[config.mk]
export PLATFORM = sky130hd
export DESIGN_NAME = msel_top
export DESIGN_NICKNAME = d
export VERILOG_FILES = /design/src/rtl/msel_pkg.sv /design/src/rtl/msel_ctl_bank.sv /design/src/rtl/msel_switch_fsm.sv /design/src/rtl/msel_irq_unit.sv /design/src/rtl/msel_top.sv
export SDC_FILE = /design/constraint.sdc
export NUM_CORES = 1
export LEC_CHECK = 0
export BUFFER_PORTS_ARGS = -buffer_cell sky130_fd_sc_hd__buf_2
export CAP_MARGIN = 10
export CORE_MARGIN = 1.5
export CORE_UTILIZATION = 54
export CTS_CLUSTER_SIZE = 20
export DETAILED_ROUTE_END_ITERATION = 7
export PLACE_DENSITY = 0.82
export REMOVE_ABC_BUFFERS = 1
export SLEW_MARGIN = 10
export SYNTH_ARGS = -nofsm -noshare
export SYNTH_HDL_FRONTEND = slang
export SYNTH_SLANG_ARGS = --single-unit
export TNS_END_PERCENT = 5
[constraint.sdc]
create_clock -name clk -period 4.3 [get_ports clk]
set_clock_uncertainty 0.05 [all_clocks]
set_input_delay 0.86 -clock clk [delete_from_list [all_inputs] [get_ports clk]]
set_output_delay 0.86 -clock clk [all_outputs]
set_load 0.01 [all_outputs]
[src/rtl/msel_pkg.sv]
package msel_pkg;
  localparam int NSIDE = 2;
  localparam int ST_W  = 3;
  localparam int ST_LOST = 0;
  localparam int ST_INIT = 1;
  localparam int ST_BUSY = 2;

  typedef enum logic {PH_RUN, PH_RECOV} phase_t;

  // link exists when the two link bits disagree
  function automatic logic link_of(input logic [NSIDE-1:0] c);
    return c[0] ^ c[1];
  endfunction

  // side 1 owns when the ownership bits disagree, side 0 otherwise
  function automatic logic owner_of(input logic [NSIDE-1:0] r);
    return r[0] ^ r[1];
  endfunction
endpackage

[src/rtl/msel_ctl_bank.sv]
module msel_ctl_bank (
  input  logic clk,
  input  logic rst_n,
  input  logic wr_i,
  input  logic req_i,
  input  logic conn_i,
  input  logic init_i,
  input  logic stop_i,
  input  logic hold_i,
  output logic commit_o,
  output logic cinit_o,
  output logic nx_req_o,
  output logic nx_conn_o,
  output logic q_req_o,
  output logic q_conn_o
);
  logic pend_v, pend_req, pend_conn, pend_init;

  assign commit_o  = stop_i && pend_v && !hold_i;
  assign cinit_o   = commit_o && pend_init;
  assign nx_req_o  = commit_o ? pend_req  : q_req_o;
  assign nx_conn_o = commit_o ? pend_conn : q_conn_o;

  always_ff @(posedge clk or negedge rst_n) begin
    if (!rst_n) begin
      pend_v    <= 1'b0;
      pend_req  <= 1'b0;
      pend_conn <= 1'b0;
      pend_init <= 1'b0;
      q_req_o   <= 1'b0;
      q_conn_o  <= 1'b0;
    end else begin
      if (commit_o) begin
        q_req_o  <= pend_req;
        q_conn_o <= pend_conn;
        pend_v   <= 1'b0;
      end
      if (wr_i) begin
        pend_v    <= 1'b1;
        pend_req  <= req_i;
        pend_conn <= conn_i;
        pend_init <= init_i;
      end
    end
  end

  AST_DEFER_TO_STOP: assert property (@(posedge clk) disable iff (!rst_n)
    !(stop_i && pend_v) |=> ($stable(q_req_o) && $stable(q_conn_o)));
endmodule

[src/rtl/msel_switch_fsm.sv]
module msel_switch_fsm
  import msel_pkg::*;
(
  input  logic             clk,
  input  logic             rst_n,
  input  logic [NSIDE-1:0] commit_i,
  input  logic [NSIDE-1:0] cinit_i,
  input  logic [NSIDE-1:0] nx_req_i,
  input  logic [NSIDE-1:0] nx_conn_i,
  input  logic             ds_busy_i,
  input  logic             rec_done_i,
  output logic             hold_o,
  output logic             rec_start_o,
  output logic             sel_en_o,
  output logic             sel_owner_o,
  output logic [NSIDE-1:0] lost_ev_o,
  output logic [NSIDE-1:0] init_ev_o,
  output logic [NSIDE-1:0] busy_ev_o
);
  phase_t phase;
  logic   tgt_own;
  logic   any_commit, want_init, new_en, new_own, drop, join_w, done_w;

  assign any_commit = |commit_i;
  assign want_init  = |cinit_i;
  assign new_en     = link_of(nx_conn_i);
  assign new_own    = owner_of(nx_req_i);
  assign drop   = (phase == PH_RUN) && any_commit && sel_en_o &&
                  (!new_en || (new_own != sel_owner_o));
  assign join_w = (phase == PH_RUN) && any_commit && new_en &&
                  (!sel_en_o || (new_own != sel_owner_o));
  assign done_w = (phase == PH_RECOV) && rec_done_i;

  assign hold_o      = (phase == PH_RECOV);
  assign rec_start_o = (phase == PH_RECOV);

  always_comb begin
    lost_ev_o = '0;
    init_ev_o = '0;
    busy_ev_o = '0;
    for (int s = 0; s < NSIDE; s++) begin
      lost_ev_o[s] = drop   && (sel_owner_o == s[0]);
      busy_ev_o[s] = join_w && !want_init && ds_busy_i && (new_own == s[0]);
      init_ev_o[s] = done_w && (tgt_own == s[0]);
    end
  end

  always_ff @(posedge clk or negedge rst_n) begin
    if (!rst_n) begin
      phase       <= PH_RUN;
      tgt_own     <= 1'b0;
      sel_en_o    <= 1'b0;
      sel_owner_o <= 1'b0;
    end else if (done_w) begin
      phase       <= PH_RUN;
      sel_en_o    <= 1'b1;
      sel_owner_o <= tgt_own;
    end else if (join_w && want_init) begin
      phase    <= PH_RECOV;
      tgt_own  <= new_own;
      sel_en_o <= 1'b0;
    end else if (join_w) begin
      sel_en_o    <= 1'b1;
      sel_owner_o <= new_own;
    end else if (drop) begin
      sel_en_o <= 1'b0;
    end
  end

  AST_REC_ISOLATED: assert property (@(posedge clk) disable iff (!rst_n)
    rec_start_o |-> !sel_en_o);
  AST_HOLD_BLOCKS: assert property (@(posedge clk) disable iff (!rst_n)
    hold_o |-> (commit_i == '0));
  AST_SEL_QUIET: assert property (@(posedge clk) disable iff (!rst_n)
    (!any_commit && !rec_done_i) |=> ($stable(sel_en_o) && $stable(sel_owner_o)));
  AST_ONE_LOSER: assert property (@(posedge clk) disable iff (!rst_n)
    $onehot0(lost_ev_o));
endmodule

[src/rtl/msel_irq_unit.sv]
module msel_irq_unit
  import msel_pkg::*;
(
  input  logic            clk,
  input  logic            rst_n,
  input  logic [ST_W-1:0] set_i,
  input  logic            rd_i,
  input  logic            msk_wr_i,
  input  logic [ST_W-1:0] msk_i,
  output logic [ST_W-1:0] stat_o,
  output logic            int_n_o
);
  logic [ST_W-1:0] msk_q;

  always_ff @(posedge clk or negedge rst_n) begin
    if (!rst_n) begin
      stat_o <= '0;
      msk_q  <= '0;
    end else begin
      stat_o <= (rd_i ? '0 : stat_o) | set_i;
      if (msk_wr_i) msk_q <= msk_i;
    end
  end

  assign int_n_o = ~|(stat_o & ~msk_q);

  AST_STICKY_SET: assert property (@(posedge clk) disable iff (!rst_n)
    (|set_i) |=> ((stat_o & $past(set_i)) == $past(set_i)));
  AST_READ_CLEARS: assert property (@(posedge clk) disable iff (!rst_n)
    (rd_i && (set_i == '0)) |=> (stat_o == '0));
endmodule

[src/rtl/msel_top.sv]
module msel_top
  import msel_pkg::*;
(
  input  logic       clk,
  input  logic       rst_n,
  input  logic [1:0] ctl_wr,
  input  logic [1:0] ctl_req,
  input  logic [1:0] ctl_conn,
  input  logic [1:0] ctl_init,
  input  logic [1:0] stop_up,
  input  logic [1:0] msk_wr,
  input  logic [5:0] msk_val,
  input  logic [1:0] stat_rd,
  input  logic       ds_busy,
  input  logic       rec_done,
  output logic       rec_start,
  output logic       sel_en,
  output logic       sel_owner,
  output logic [1:0] req_q,
  output logic [1:0] conn_q,
  output logic [2:0] stat0,
  output logic [2:0] stat1,
  output logic [1:0] int_n
);
  logic [NSIDE-1:0] commit_w, cinit_w, nx_req_w, nx_conn_w;
  logic [NSIDE-1:0] lost_ev, init_ev, busy_ev;
  logic             hold_w;
  logic [ST_W-1:0]  stat_w [NSIDE];

  for (genvar g = 0; g < NSIDE; g++) begin : g_side
    msel_ctl_bank u_bank (
      .clk(clk), .rst_n(rst_n),
      .wr_i(ctl_wr[g]), .req_i(ctl_req[g]), .conn_i(ctl_conn[g]),
      .init_i(ctl_init[g]), .stop_i(stop_up[g]), .hold_i(hold_w),
      .commit_o(commit_w[g]), .cinit_o(cinit_w[g]),
      .nx_req_o(nx_req_w[g]), .nx_conn_o(nx_conn_w[g]),
      .q_req_o(req_q[g]), .q_conn_o(conn_q[g])
    );

    logic [ST_W-1:0] set_w;
    always_comb begin
      set_w          = '0;
      set_w[ST_LOST] = lost_ev[g];
      set_w[ST_INIT] = init_ev[g];
      set_w[ST_BUSY] = busy_ev[g];
    end

    msel_irq_unit u_irq (
      .clk(clk), .rst_n(rst_n), .set_i(set_w), .rd_i(stat_rd[g]),
      .msk_wr_i(msk_wr[g]), .msk_i(msk_val[ST_W*g +: ST_W]),
      .stat_o(stat_w[g]), .int_n_o(int_n[g])
    );
  end

  msel_switch_fsm u_fsm (
    .clk(clk), .rst_n(rst_n),
    .commit_i(commit_w), .cinit_i(cinit_w),
    .nx_req_i(nx_req_w), .nx_conn_i(nx_conn_w),
    .ds_busy_i(ds_busy), .rec_done_i(rec_done),
    .hold_o(hold_w), .rec_start_o(rec_start),
    .sel_en_o(sel_en), .sel_owner_o(sel_owner),
    .lost_ev_o(lost_ev), .init_ev_o(init_ev), .busy_ev_o(busy_ev)
  );

  assign stat0 = stat_w[0];
  assign stat1 = stat_w[1];
endmodule

==> impl_metrics.ini, run 1 <==
[timing]
final.min_clock_period_ns = 2.38
worstMarginPinSlew_ns = 0.599
fin_ws_ns = 1.92
slew_headroom = 0.601
whs_ns = 0.460
max_freq_ghz = 0.420
finalSetupViolCount = 0
grt_setup_unrepaired = no
hold_violations = 0
final.setup.tns_ns = 0
slew_viol_final = 0
fin_crit_sh = 0.554

[floorplan]
coreArea_sq_um = 2430
die_area_sq_um = 2850
rows = 18
die_x_um = 53.4
die_h_um = 53.4
start_util = 0.564
io_pins = 39

[route]
drtIter0Drc = 18
drt-met1-wl_mm = 1.12
route.detailed.wl_per_inst_um = 13.6
route.met3.wl_um = 125
drc = 0
vias = 1044
routed.top_layer = met4
drt-pass1-iter-count = 5
postRouteAntennaNets = 0
routed-wl-met2_mm = 1.35
drt_wl_total_mm = 2.63
vias_per_cell = 5.41

[clock_network]
h-tree-depth = 1
ctsResizeCount = 0
insertion_delay_ns = 0.33
cts_tree = built
clock_tree.buffer_depth = 2
cts_setup_buffers = 0
clock_sinks = 28
numCtsBuffers = 3
root_buffer = clkbuf_4
ctsHoldBuffers = 0
cts.clk_slew.worst_paths_ns = 0.15

[grt]
grt_pass1_vias = 1051
grt_max_degree = 29
antenna_found_initial = 0
grtUsageTotal = 0.212
grt_pass1_wl_mm = 4.28
globalRoute.totalOverflow = 0

[yosys]
syn_avg_cell_area_sq_um = 10.6
synthCells = 129
synth_async_sr_flop_share = 1.00
yosysMostFrequentCell = dfrtp_1
ys.flop_type = dfrtp_1
synth.distinct_cells = 35
yosysSeqAreaShare = 0.510
synth-seq-cells = 28
yosysWarnings = 0
synth_common_cells = 28 x dfrtp_1, 20 x inv_1, 15 x nand2_1
synth_top_area_cell = dfrtp_1
synth_edf_count = 0
syn_area_sq_um = 1370
synth_area_leaders = dfrtp_1 51%, mux2_2 6.6%, inv_1 5.5%, nand2_1 4.1%, buf_4 3.3%
synth_top_cell_area_share = 0.510

[worst_hold_path]
hold_path_class = input pin to asynchronous set/reset pin

[cells_and_area]
nNetsFinal = 188
area_growth_pct = 14.8
diodes = 0
fill_cells = 201
drive_gt1_frac = 0.331

[placed_design]
place_ws_ns = 1.57
dpl.hpwl_mm = 2.10
gp_congestion = 0.813
io_buffers = 38

[outcome]
status = completed

[setup_path]
cp.arrival_ns = 2.56
cp.required_ns = 4.48
path_max_fanout = 7
reg2reg_depth = 6
crit_type = input pin to register
worst_setup_path_end_kind = register
start_kind = input pin

[power_and_ir_drop]
leakagePower_nw = 0.793
pwr_density_cell_nw_per_um2 = 587
vdd_drop_max_mv = 0.330

[job]
drv_cap = 0
[final cells by class]
type	count	area, sq um	area share
clock buffers	4	36.3	0.0230
inverters	20	75.1	0.0477
multi-input cells	73	536	0.340
flip-flops and latches	28	701	0.445
well taps	30	37.5	0.0238
repair buffers	38	190	0.121
[cell usage in the layout (no fill, tap or decap), types with 2 or more instances in the layout]
master and n:
clkbuf_4 3, mux2i_4 2, mux2i_1 3, mux2_2 8, and2_1 2, dfrtp_1 28, nor2_1 3, and3b_1 2
o21bai_1 2, buf_2 38, o21ai_0 8, a222oi_1 2, o32ai_1 2, inv_1 20, a21oi_1 3, nand2_1 15
o22ai_1 4
[cells by family (layout without fill, tap and decap cells)]
logic type / count (synthesis) / after routing / share of synthesized area
AOI/OAI and AO/OA: 28 / 28 / 0.136
xor gates and xnor gates: 3 / 3 / 0.0328
buffers and inverters: 28 / 62 / 0.0994
DFF: 28 / 28 / 0.510
muxes: 13 / 13 / 0.120
and+or+nand+nor: 29 / 29 / 0.101
[metrics by stage]
| step | instance area (sq um) | std cells | util | power [mW] |
|---|---|---|---|---|
| CTS | 1580 | 193 | 0.648 | 0.929 |
| floorplan | 1310 | 121 | - | 0.670 |
| finish | 1580 | 193 | 0.648 | 0.924 |
| global placement | 1540 | 189 | 0.633 | 0.788 |
| global route | 1580 | 193 | 0.648 | 0.991 |
| detailed placement | 1540 | 189 | 0.633 | 0.802 |
[where the power goes]
group	switching, mW	internal [mW]
combinational	0.217	0.187
clock	0.0762	0.0519
sequential	0.0640	0.328
[worst paths after layout]
path                                    start                        end  slack (ns)
worst min register to register  u_fsm.tgt_own  g_side[0].u_irq.stat_o[1]        0.50
worst min-delay path                    rst_n   g_side[1].u_irq.msk_q[1]        0.46
min in group clk                u_fsm.tgt_own  g_side[0].u_irq.stat_o[1]        0.50
worst max register to register   u_fsm.hold_o             u_fsm.sel_en_o        1.95
worst max-delay path               stop_up[1]             u_fsm.sel_en_o        1.92
max in group asynchronous               rst_n  g_side[1].u_bank.pend_req        3.35
[critical path, stage by stage]
cell,delay (ns)
buf_2,0.11
and3b_1,0.31
mux2i_4,0.34
xor2_4,0.26
mux2i_1,0.32
mux2i_1,0.12
a211o_1,0.24
[sequential cells by signal (all words and copies together) (netlist names)]
signal and cells:
g_side.u_bank.pend_init 2, g_side.u_bank.q_req_o 2, g_side.u_bank.q_conn_o 2, g_side.u_bank.pend_conn 2
g_side.u_irq.msk_q 6, u_fsm.sel_owner_o 1, g_side.u_bank.pend_req 2, u_fsm.tgt_own 1
g_side.u_bank.pend_v 2, u_fsm.hold_o 1, u_fsm.sel_en_o 1, g_side.u_irq.stat_o 6
[metal layers]
metal / track usage / vias to the layer above
li1: - / 501
met1: 0.238 / 509
met2: 0.381 / 29
met3: 0.0395 / 5
met4: 0.103 / 0
met5: 0 / -
Power figures use the tool's default switching activity.
==> inputs of run 2 (changes only) <==
Settings changed: CORE_UTILIZATION 54 to 51, PLACE_DENSITY 0.82 to 0.78.
Clock period 4.3 ns to 2.4 ns, I/O delays scaled along.
==> impl_metrics.ini, run 2 (synthesis results as in run 1) <==
[outcome]
status = completed

[cells_and_area]
fin_util = 0.625
diodes = 0
area_growth_pct = 14.9
reg_top3 = g_side.u_irq.msk_q: 6 flops, g_side.u_irq.stat_o: 6 flops
drive_gt1_frac = 0.335
layout_common_cells = 38 x buf_2, 28 x dfrtp_1, 20 x inv_1
nNetsFinal = 190
final_common_cell = buf_2
fill_cells = 228

[setup_path]
start_kind = register
crit_type = register to register
path_delay_family = multiplexers
path_buf_inv = 0
crit_top_cell = mux2i_1
critical_path.max_stage_delay_ns = 0.50
r2r-start = u_fsm.hold_o
worst_setup_path_end_kind = register
path_cells = and3b_1 -> mux2i_4 -> xor2_4 -> mux2i_1 -> mux2i_1 -> a211o_1
cp.required_ns = 2.58
path_max_fanout = 9
crit_path_top_delay_cell = dfrtp_1
startpoint = u_fsm.hold_o
cp.arrival_ns = 2.39

[timing]
final.setup.tns_ns = 0
fin_crit_sh = 0.921
max_freq_ghz = 0.452
finalSetupViolCount = 0
worstMarginPinSlew_ns = 0.611
slew_headroom = 0.593
final.min_clock_period_ns = 2.21
grt_setup_unrepaired = no
hold_violations = 0
whs_ns = 0.0921
slew_viol_final = 0

[placed_design]
io_buffers = 38
gp_congestion = 0.810
dpl.hpwl_mm = 2.15

[grt]
met2_usage = 0.349
grtUsageTotal = 0.202
met3_usage = 0.0273
globalRoute.totalOverflow = 0
grt_max_degree = 29
met1_usage = 0.249
grt_pass1_vias = 995
antenna_found_initial = 0
top_usage_layer = met2
grt_pass1_wl_mm = 4.28

[floorplan]
die_x_um = 54.9
coreArea_sq_um = 2520
die_h_um = 54.9
io_pins = 39
start_util = 0.544
die_area_sq_um = 3010
rows = 18

[route]
drt-pass1-iter-count = 4
drc = 0
drtIter0Drc = 27
vias_per_cell = 5.41
drt_wl_total_mm = 2.74
route.detailed.wl_per_inst_um = 14.1
vias = 1049
postRouteAntennaNets = 0

[clock_network]
cts_setup_buffers = 0
insertion_delay_ns = 0.32
root_buffer = clkbuf_4
clock_sinks = 28
cts_tree = built
ctsHoldBuffers = 0
h-tree-depth = 1
ctsResizeCount = 0
numCtsBuffers = 3
cts.clk_slew.worst_paths_ns = 0.13
clock_tree.buffer_depth = 2

[power_and_ir_drop]
pwr_density_cell_nw_per_um2 = 1040
leakagePower_nw = 0.796
vdd_drop_max_mv = 0.601

[job]
drv_cap = 0

[worst_hold_path]
hold_path_class = input pin to asynchronous set/reset pin
-- run 2: changes by cell type in the layout (fill, tap and decap cells not counted), sizes merged --
| cell | before | now |
|---|---|---|
| buf | 38 | 40 |
| clkbuf | 4 | 3 |
-- run 2: layout make-up --
| class | instances | area (sq um) | area share |
|---|---|---|---|
| clock buffer | 3 | 22.5 | 0.0143 |
| inverter | 20 | 75.1 | 0.0476 |
| multi-input combinational | 73 | 536 | 0.340 |
| sequential | 28 | 701 | 0.444 |
| tap | 30 | 37.5 | 0.0238 |
| timing repair buffer | 40 | 205 | 0.130 |
-- run 2: metrics by stage --
| stage | worst slack (ns) | total power, mW | cell area, sq um | cells |
|---|---|---|---|---|
| finish | 0.189 | 1.64 | 1580 | 194 |
| detailed placement | 0.153 | 1.46 | 1550 | 191 |
| CTS | 0.186 | 1.64 | 1580 | 194 |
| floorplan | 0.267 | 1.20 | 1310 | 121 |
| global placement | 0.243 | 1.43 | 1550 | 191 |
| global route | 0.0939 | 1.76 | 1580 | 194 |
-- run 2: routing by layer --
| metal | vias to the layer above | share of wire |
|---|---|---|
| li1 | 500 | - |
| met5 | - | 0 |
| met2 | 37 | 0.51 |
| met4 | 0 | 0.015 |
| met3 | 5 | 0.055 |
| met1 | 507 | 0.42 |
-- run 2: worst paths after layout --
path / end / slack, ns / depth (start not counted)
max: u_fsm.sel_en_o / 0.19 / 6
min: g_side[1].u_irq.msk_q[0] / 0.09 / 1
max reg2reg: u_fsm.sel_en_o / 0.19 / 6
min reg2reg: g_side[0].u_irq.stat_o[1] / 0.49 / 1
max in group asynchronous: u_fsm.hold_o / 1.81 / 1
min in group clk: g_side[0].u_irq.stat_o[0] / 0.29 / 2
-- run 2: power breakdown --
group	leakage, nW	total [mW]	switching [mW]	internal (mW)
Sequential	0.343	0.700	0.113	0.587
Clock	0.0138	0.188	0.129	0.0590
Combinational	0.438	0.747	0.399	0.348
Total	0.796	1.64	0.641	0.995
==> inputs of run 3 (changes only) <==
Settings changed: RECOVER_POWER set to 50.
==> impl_metrics.ini, run 3 (synthesis results as in run 1) <==
[outcome]
status = completed

[floorplan]
die_x_um = 54.9
die_area_sq_um = 3010
die_h_um = 54.9
coreArea_sq_um = 2520
io_pins = 39
rows = 18
start_util = 0.544

[placed_design]
post-place-cells = 191
io_buffers = 38
dpl.hpwl_mm = 2.15
gp_congestion = 0.810

[timing]
finalSetupViolCount = 0
slew_viol_final = 0
final.min_clock_period_ns = 2.21
slew_headroom = 0.0427
grt_setup_unrepaired = no
final.setup.tns_ns = 0
worstMarginPinSlew_ns = 1.44
whs_ns = 0.295
max_freq_ghz = 0.453
fin_crit_sh = 0.920
hold_violations = 0

[grt]
met2_usage = 0.349
globalRoute.totalOverflow = 0
grt_pass1_vias = 995
grt_max_degree = 29
grt_pass1_wl_mm = 4.28
grtUsageTotal = 0.202
antenna_found_initial = 0
top_usage_layer = met2
met1_usage = 0.249
met3_usage = 0.0273

[setup_path]
cp.required_ns = 2.58
critical_path.max_stage_delay_ns = 0.49
path_max_fanout = 9
startpoint = u_fsm.hold_o
crit_path_top_delay_cell = dfrtp_1
path_delay_family = multiplexers
reg2reg_to = u_fsm.sel_en_o
worstSetupPathDepth = 6
path_buf_inv = 0
worst_setup_path_end_kind = register
r2r-start = u_fsm.hold_o
start_kind = register
ff2ff_setup_slack_ns = 0.19
path_cells = and3b_1 -> mux2i_4 -> xor2_4 -> mux2i_1 -> mux2i_1 -> a211o_1
cp.arrival_ns = 2.39
crit_type = register to register
cp-endpoint = u_fsm.sel_en_o
reg2reg_depth = 6
crit_top_cell = mux2i_1

[job]
drv_cap = 0

[power_and_ir_drop]
leakagePower_nw = 0.793
p_sw_frac = 0.392
p_int_mw = 0.994
pwr-share-clk = 0.116
seqPwrFrac = 0.428
p_switching_mw = 0.642
comb_power_share = 0.456
vdd_drop_max_mv = 0.600
pwr_density_cell_nw_per_um2 = 1040

[cells_and_area]
final_cells = 194
area_growth_pct = 14.8
final_common_cell = buf_2
diodes = 0
drive_gt1_frac = 0.329
nNetsFinal = 190
reg_top3 = g_side.u_irq.msk_q: 6 flops, g_side.u_irq.stat_o: 6 flops
layout_common_cells = 37 x buf_2, 28 x dfrtp_1, 20 x inv_1

[worst_hold_path]
hold_path_class = input pin to register
worstHoldStart = stat_rd[0]

[clock_network]
cts_tree = built
root_buffer = clkbuf_4
numCtsBuffers = 3
insertion_delay_ns = 0.33
h-tree-depth = 1
cts.clk_slew.worst_paths_ns = 0.13
clock_sinks = 28
ctsHoldBuffers = 0
ctsResizeCount = 0
clock_tree.buffer_depth = 2
cts_setup_buffers = 0

[route]
vias = 1045
route.detailed.wl_per_inst_um = 14.1
postRouteAntennaNets = 0
vias_per_cell = 5.39
drt-pass1-iter-count = 4
drt_wl_total_mm = 2.73
drtIter0Drc = 32
drc = 0
run 3: how the worst min path moves through the flow:
stage,endpoint,depth (start not counted)
2_1_floorplan,g_side[0].u_bank.pend_conn,0
3_3_place_gp,g_side[0].u_irq.stat_o[1],1
3_5_place_dp,g_side[0].u_irq.stat_o[1],1
4_1_cts,g_side[1].u_bank.q_req_o,1
5_1_grt,g_side[0].u_irq.stat_o[0],2
6_report,g_side[0].u_irq.stat_o[0],2
run 3: layer usage:
metal	vias up	routed length [um]
met4	0	40
met1	503	1140
met2	37	1400
met3	5	151
met5	-	0
li1	500	-
run 3: layout make-up:
class	count	area, sq um
clock buffer	3	22.5
fill	228	947
inverter	20	75.1
timing repair buffer	40	204
tap	30	37.5
sequential	28	701
multi-input combinational	73	536
run 3: through the flow:
stage	total power [mW]	cell area (sq um)	utilization	setup slack [ns]
after global routing	1.76	1580	0.625	0.0939
final	1.64	1580	0.625	0.191
after detailed placement	1.46	1550	0.616	0.153
after global placement	1.43	1550	0.616	0.243
after floorplan	1.20	1310	-	0.267
after CTS	1.64	1580	0.625	0.186
run 3: power groups by stage:
stage          logic, mW  registers [mW]  clock network [mW]
3_5_place_dp       0.747           0.709                   0
3_3_place_gp       0.722           0.704                   0
5_1_grt            0.826           0.718               0.214
4_1_cts            0.753           0.700               0.189
6_report           0.747           0.700               0.189
2_1_floorplan      0.471           0.730                   0
